## config.mk

```make
export PLATFORM = sky130hd
export DESIGN_NAME = disp_scan
export DESIGN_NICKNAME = d
export VERILOG_FILES = /design/src/rtl/disp_scan.sv
export SDC_FILE = /design/constraint.sdc
export NUM_CORES = 1
export LEC_CHECK = 0
export BUFFER_PORTS_ARGS = -buffer_cell sky130_fd_sc_hd__buf_2
export CORE_UTILIZATION = 50
export CTS_CLUSTER_SIZE = 25
export DETAILED_ROUTE_END_ITERATION = 12
export GPL_TIMING_DRIVEN = 0
export PLACE_DENSITY = 0.84
export SLEW_MARGIN = 20
export SYNTH_ARGS = -nofsm -noshare
export SYNTH_HDL_FRONTEND = slang
export SYNTH_SLANG_ARGS = --single-unit
```

## constraint.sdc

```tcl
create_clock -name clk -period 4.2 [get_ports clk]
set_input_delay 0.42 -clock clk [delete_from_list [all_inputs] [get_ports clk]]
set_output_delay 0.42 -clock clk [all_outputs]
set_load 0.01 [all_outputs]
```

## src/rtl/disp_scan.sv

```systemverilog
module disp_scan #(
  parameter int TICK_DIV = 100000
) (
  input  logic       clk,
  input  logic       rst_n,
  input  logic [3:0] dig0,
  input  logic [3:0] dig1,
  input  logic [3:0] dig2,
  input  logic [3:0] dig3,
  output logic [6:0] seg_n,
  output logic [3:0] an_n
);
  localparam int CW = (TICK_DIV > 1) ? $clog2(TICK_DIV) : 1;
  localparam logic [CW-1:0] LAST = CW'(TICK_DIV - 1);

  typedef enum logic [1:0] {S_D0 = 2'b00, S_D1 = 2'b01, S_D2 = 2'b10, S_D3 = 2'b11} sel_t;

  logic [CW-1:0] cnt;
  logic          tick;
  sel_t          sel;
  logic [3:0]    bcd;
  logic [6:0]    seg;

  assign tick = (cnt == LAST);

  always_ff @(posedge clk or negedge rst_n)
    if (!rst_n)    cnt <= '0;
    else if (tick) cnt <= '0;
    else           cnt <= cnt + 1'b1;

  always_ff @(posedge clk or negedge rst_n)
    if (!rst_n) sel <= S_D0;
    else if (tick)
      case (sel)
        S_D0:    sel <= S_D1;
        S_D1:    sel <= S_D2;
        S_D2:    sel <= S_D3;
        default: sel <= S_D0;
      endcase

  always_comb
    case (sel)
      S_D0:    bcd = dig0;
      S_D1:    bcd = dig1;
      S_D2:    bcd = dig2;
      default: bcd = dig3;
    endcase

  always_comb
    case (bcd)
      4'd0:    seg = 7'h3F;
      4'd1:    seg = 7'h06;
      4'd2:    seg = 7'h5B;
      4'd3:    seg = 7'h4F;
      4'd4:    seg = 7'h66;
      4'd5:    seg = 7'h6D;
      4'd6:    seg = 7'h7D;
      4'd7:    seg = 7'h07;
      4'd8:    seg = 7'h7F;
      4'd9:    seg = 7'h6F;
      default: seg = 7'h00;
    endcase

  assign seg_n = ~seg;
  assign an_n  = ~(4'b0001 << sel);

  // one anode enabled at a time
  a_r4_one_anode: assert property (@(posedge clk) disable iff (!rst_n)
    $countones(~an_n) == 1);

  // selector holds between ticks
  a_r2_hold: assert property (@(posedge clk) disable iff (!rst_n)
    !tick |=> $stable(sel));

  // selector steps by one on a tick, wrapping 3 to 0
  a_r3_step: assert property (@(posedge clk) disable iff (!rst_n)
    tick |=> sel == sel_t'($past(sel) + 2'd1));

  // divider stays in range
  a_r2_cnt_range: assert property (@(posedge clk) disable iff (!rst_n)
    cnt <= LAST);

  // codes above nine blank the digit
  a_r7_blank: assert property (@(posedge clk) disable iff (!rst_n)
    (bcd > 4'd9) |-> seg_n == 7'h7F);
endmodule

```

# == After elaboration in Yosys (flattened, before gate mapping) ==
# Memories as Yosys holds them, arrays and structs flattened.
# Index checks and enable logic that the tools add are counted.
# totals
reg_bits,19
romBits,112
memories,1
in_bits,18
word_cells,14
output_inout_bits,11
# memory_table
name,words,width,rd,rd_ports_with_merged_regs,write_ports,line,text
(no name shown),16,7,1,0,0,50,case (bcd)
# classes
n_mux,3
bitwise,2
reduce_logical,1
n_eq_ne,3
add_sub_neg,1
n_shift,1
# ops
operator,count
adder 17 x 1 -> 17 bit (second input constant),1
equality test 17 bit (second input constant),1
two-way mux 17 bit,1
one-hot mux 4 bit (3 select lines),1
inverter 7 bit,1
one-hot mux 2 bit (3 select lines),1
inverter 4 bit,1
<< shifter 1 x 2 -> 4 bit (first input constant),1
equality test 2 x 1 -> 1 bit (second input constant),1
equality test 2 bit (second input constant),1
logical NOT 2 bit,1

# == Depth between registers and ports, before layout ==
# An unclocked memory read counts as a cell.
# logic_depth
depth_word,4
mapped_depth,9
ltp_nobuf,9

# == Worst setup path before layout ==
# No wires, ideal clock.
# synth_path
path_type,flip-flop to output port
startpoint,register sel[1]
endpoint,output seg_n[5]
slack_ns,1.939
path_stages_with_launch,9
n_path_buf,1
required_time_ns,3.780
t_arrival_ns,1.841
path_cell_list,dfrtp_1 ha_1 buf_1 mux2i_1 inv_1 ha_1 inv_1 mux2i_1 a21oi_1
# synth_between
elab_chain_len,4
elab_cells_between_ends,6
classes_between,eq/ne: 2; mux: 1; bitwise: 1; reduce/logical: 1; memory: 1
# synth_rtl
element,line,text
from (decl),20,sel_t sel;
from (signal assigned),32,if (!rst_n) sel <= S_D0;
from (signal assigned),35,S_D0: sel <= S_D1;
from (signal assigned),36,S_D1: sel <= S_D2;
"equality test 2 bit, or another cell as far along",42,case (sel)
one-hot mux 4 bit (3 select lines) (*),42,
memory read (16 x 7 bit) (*),--,
inverter 7 bit (*),64,assign seg_n = ~seg;
to (decl),10,"output logic [6:0] seg_n,"
# Every way passes the cells marked *; elsewhere a longest branch is shown, timed or not.

# == Final worst setup path ==
# layout_path
startpoint,register sel[0]
endpoint,output seg_n[2]
# The elaborated chain is that of the path after synthesis.

==> flow_metrics.env <==
export IMPL_wirelength_um=2430
export IMPL_worst_path_buf_inv=2
export IMPL_path_cells="inv_1 > ha_1 > a222oi_1 > mux2i_2 > nor3_1 > nor2_1 > buf_2"
export IMPL_synth_common_cells="dfrtp_1 (19), inv_1 (14), ha_1 (11)"
export IMPL_p_int_mw=0.239
export IMPL_multi_input_area_um2=709
export IMPL_grt_pass1_wl_um=4110
export IMPL_finalHoldViolCount=0
export IMPL_worst_slack_ps=1260
export IMPL_yosysSeqAreaShare_pct=37.8
export IMPL_fp_row_count=17
export IMPL_ys_types=32
export IMPL_ant_nets=0
export IMPL_dr_pass1_iters=5
export IMPL_grt_overflow_total=0
export IMPL_cts_setup_buffers=0
export IMPL_synthArstFlopShare_pct=100
export IMPL_h_tree_depth=1
export IMPL_wl_per_cell_um=13.1
export IMPL_die_y_um=52.2
export IMPL_post_cts_resized=0
export IMPL_critPathKind="register to primary output"
export IMPL_post_route_min_period_ps=2940
export IMPL_power_switching_mw=0.0768
export IMPL_cts_buffers=3
export IMPL_drc_errors=0
export IMPL_grt_use_total_pct=20.4
export IMPL_avgSynthCellArea_um2=10.1
export IMPL_synth_nets=154
export IMPL_clock_fmax_mhz=340
export IMPL_setup_viol_count_final=0
export IMPL_core_um2=2300
export IMPL_cellPowerDensity_nw_per_um2=216
export IMPL_synth_cell_area_um2=1260
export IMPL_numPortBuffers=28
export IMPL_power_frac_clock_pct=29.1
export IMPL_post_dp_hpwl_um=1850
export IMPL_totalPowerFinal_mw=0.316
export IMPL_synth_seq_cells=19
export IMPL_fill_cells=201
export IMPL_nNetsFinal=187
export IMPL_grtUsageMet3_pct=3.51
export IMPL_fin_skew_ps=5.68
export IMPL_pwr_share_comb_pct=13.0
export IMPL_postCtsHoldBufs=0
export IMPL_critPathLaunchType="register"
export IMPL_grt_pass1_vias=1020
export IMPL_die_area_um2=2720
export IMPL_antenna_found_initial=0
export IMPL_clk_pin_slew_worst_paths_ps=100
export IMPL_syn_to_final_growth_pct=16.0
export IMPL_grt_use_met1_pct=23.6
export IMPL_post_route_period_util_pct=70.0
export IMPL_outcome="finished, final reports clean"
export IMPL_maxSlewViolCount=0
export IMPL_synth_top_cell_area_share_pct=37.8
export IMPL_placed_area_um2=1430
export IMPL_yosys_cell_count_top_type="dfrtp_1"
export IMPL_cts_sinks=19
export IMPL_clock_latency_ps=300
export IMPL_peakVddDrop_uv=203
export IMPL_synthCells=125
export IMPL_fin_area_um2=1460
export IMPL_leakage_nw=0.729
export IMPL_die_w_um=52.2
export IMPL_clockBufferDepth=2
export IMPL_cp_max_fo=10
export IMPL_worstMarginPinSlew_ps=639
export IMPL_grt_max_degree=20
export IMPL_relSlewSlack_pct=56.6
export IMPL_cp_arrival_ps=2520
export IMPL_rsz0062_at_grt="no"
export IMPL_root_buffer="clkbuf_4"
export IMPL_synth_edf_count=0
export IMPL_synth_area_leaders="dfrtp_1 (38%), ha_1 (11%), mux2i_1 (6.4%), xor2_1 (5.6%), inv_1 (4.2%)"
export IMPL_finalSetupTns_ps=0
export IMPL_slowest_delay_ps=480
export IMPL_seq_power_share_pct=57.9
export IMPL_switching_share_pct=24.3
export IMPL_post_place_ws_ps=1620
export IMPL_use_met2_pct=37.0
export IMPL_cp_slowest_cell="nor3_1"
export IMPL_antenna_cells=0
export IMPL_dr_total_vias=1033
export IMPL_ios=29
export IMPL_ys_flop_type="dfrtp_1"
export IMPL_yosysTopAreaCell="dfrtp_1"
export IMPL_initial_utilization_pct=54.7
export IMPL_cap_violations=0
export IMPL_top_usage_layer="met2"
export IMPL_regArea_um2=475
export IMPL_drive_above_1_share_pct=24.2
export IMPL_dr_first_iter_drc_count=41
export IMPL_cts_tree="done"
export IMPL_crit_family="simple AND/OR/NAND/NOR gates"
export IMPL_gp_congestion=0.770
export IMPL_yosysWarnings=0
export IMPL_hold_class="primary input to asynchronous set/reset pin"
export IMPL_cp_required_ps=3780
export IMPL_endpoint_kind="primary output"
export IMPL_vias_per_cell=5.58
-- cells in the final DEF (no fill, tap or decap) --
| master | n |
|---|---|
| mux2_2 | 1 |
| nor2_1 | 8 |
| mux2_1 | 1 |
| nor4_4 | 1 |
| nor2b_1 | 1 |
| a222oi_1 | 4 |
| nand4_1 | 4 |
| inv_1 | 14 |
| or3b_2 | 1 |
| clkbuf_1 | 1 |
| xnor2_1 | 5 |
| or3_1 | 2 |
| and3_1 | 3 |
| o21a_1 | 1 |
| a21oi_1 | 7 |
| o21bai_1 | 1 |
| buf_6 | 1 |
| dfrtp_1 | 19 |
| nand2_1 | 3 |
| nor3_1 | 2 |
| buf_2 | 29 |
| mux2i_2 | 1 |
| and4_1 | 4 |
| clkbuf_4 | 3 |
| nand4b_1 | 1 |
| ha_1 | 11 |
| and2_1 | 1 |
| or4_4 | 1 |
| buf_1 | 1 |
| mux2i_1 | 8 |
| xor2_1 | 8 |
| o21ai_0 | 3 |
| nand3_1 | 5 |
| nand2b_1 | 1 |
-- registers in the layout, summed over array words and instances, names as in the netlist --
signal / flops
cnt: 17
sel: 2
-- worst reg2reg max path, cell delays in order, from the launching register on --
cell and delay (ps):
dfrtp_1 400, ha_1 220, and4_1 190, buf_2 160
nand2_1 130, nor4_4 290, mux2_1 350
-- path summary, 6_finish.rpt --
check | from | endpoint | slack, ps | cells past startpoint
worst max-delay path | sel[0] | seg_n[2] | 1260 | 7
worst min-delay path | rst_n | cnt[10] | 40 | 1
worst max register to register | cnt[0] | sel[1] | 2360 | 6
worst min register to register | cnt[0] | cnt[0] | 490 | 1
max in group asynchronous | rst_n | cnt[15] | 3860 | 1
min in group clk | cnt[0] | cnt[0] | 490 | 1
-- layout make-up --
type                    count  area share (%)
multi-input cells          89            48.6
flip-flops and latches     19            32.6
repair buffers             28            9.61
inverters                  14            3.60
well taps                  28            2.40
clock buffers               4            1.80
plain buffers               3            1.37
-- cells by family (layout without fill, tap and decap cells) --
group | after synthesis | in the layout | synth area share [%]
AOI/OAI and AO/OA | 16 | 16 | 8.36
muxes | 11 | 11 | 9.25
adders and majority gates | 11 | 11 | 10.9
and+or+nand+nor | 38 | 38 | 18.8
xor gates and xnor gates | 13 | 13 | 9.05
DFF | 19 | 19 | 37.8
buffers and inverters | 17 | 49 | 5.77
-- power groups by stage --
stage                     Clock [mW]  Sequential [mW]  Combinational [mW]
after floorplan                    0            0.186              0.0215
after global placement             0            0.186              0.0393
after detailed placement           0            0.186              0.0409
after CTS                     0.0921            0.183              0.0411
after global routing           0.103            0.183              0.0460
final                         0.0917            0.183              0.0410
-- through the flow --
stage	cells	utilization [%]	hold slack [ps]
3_3_place_gp	181	62.4	371
4_1_cts	185	63.5	58.4
3_5_place_dp	181	62.4	376
2_1_floorplan	125	-	124
5_1_grt	185	63.5	61.8
6_report	185	63.5	37.9
-- routing by layer --
metal	part of all wire [%]	up-vias
met5	0	-
li1	-	501
met2	50	32
met1	44	496
met3	4.4	4
met4	1.2	0
Power figures use the tool's default switching activity.
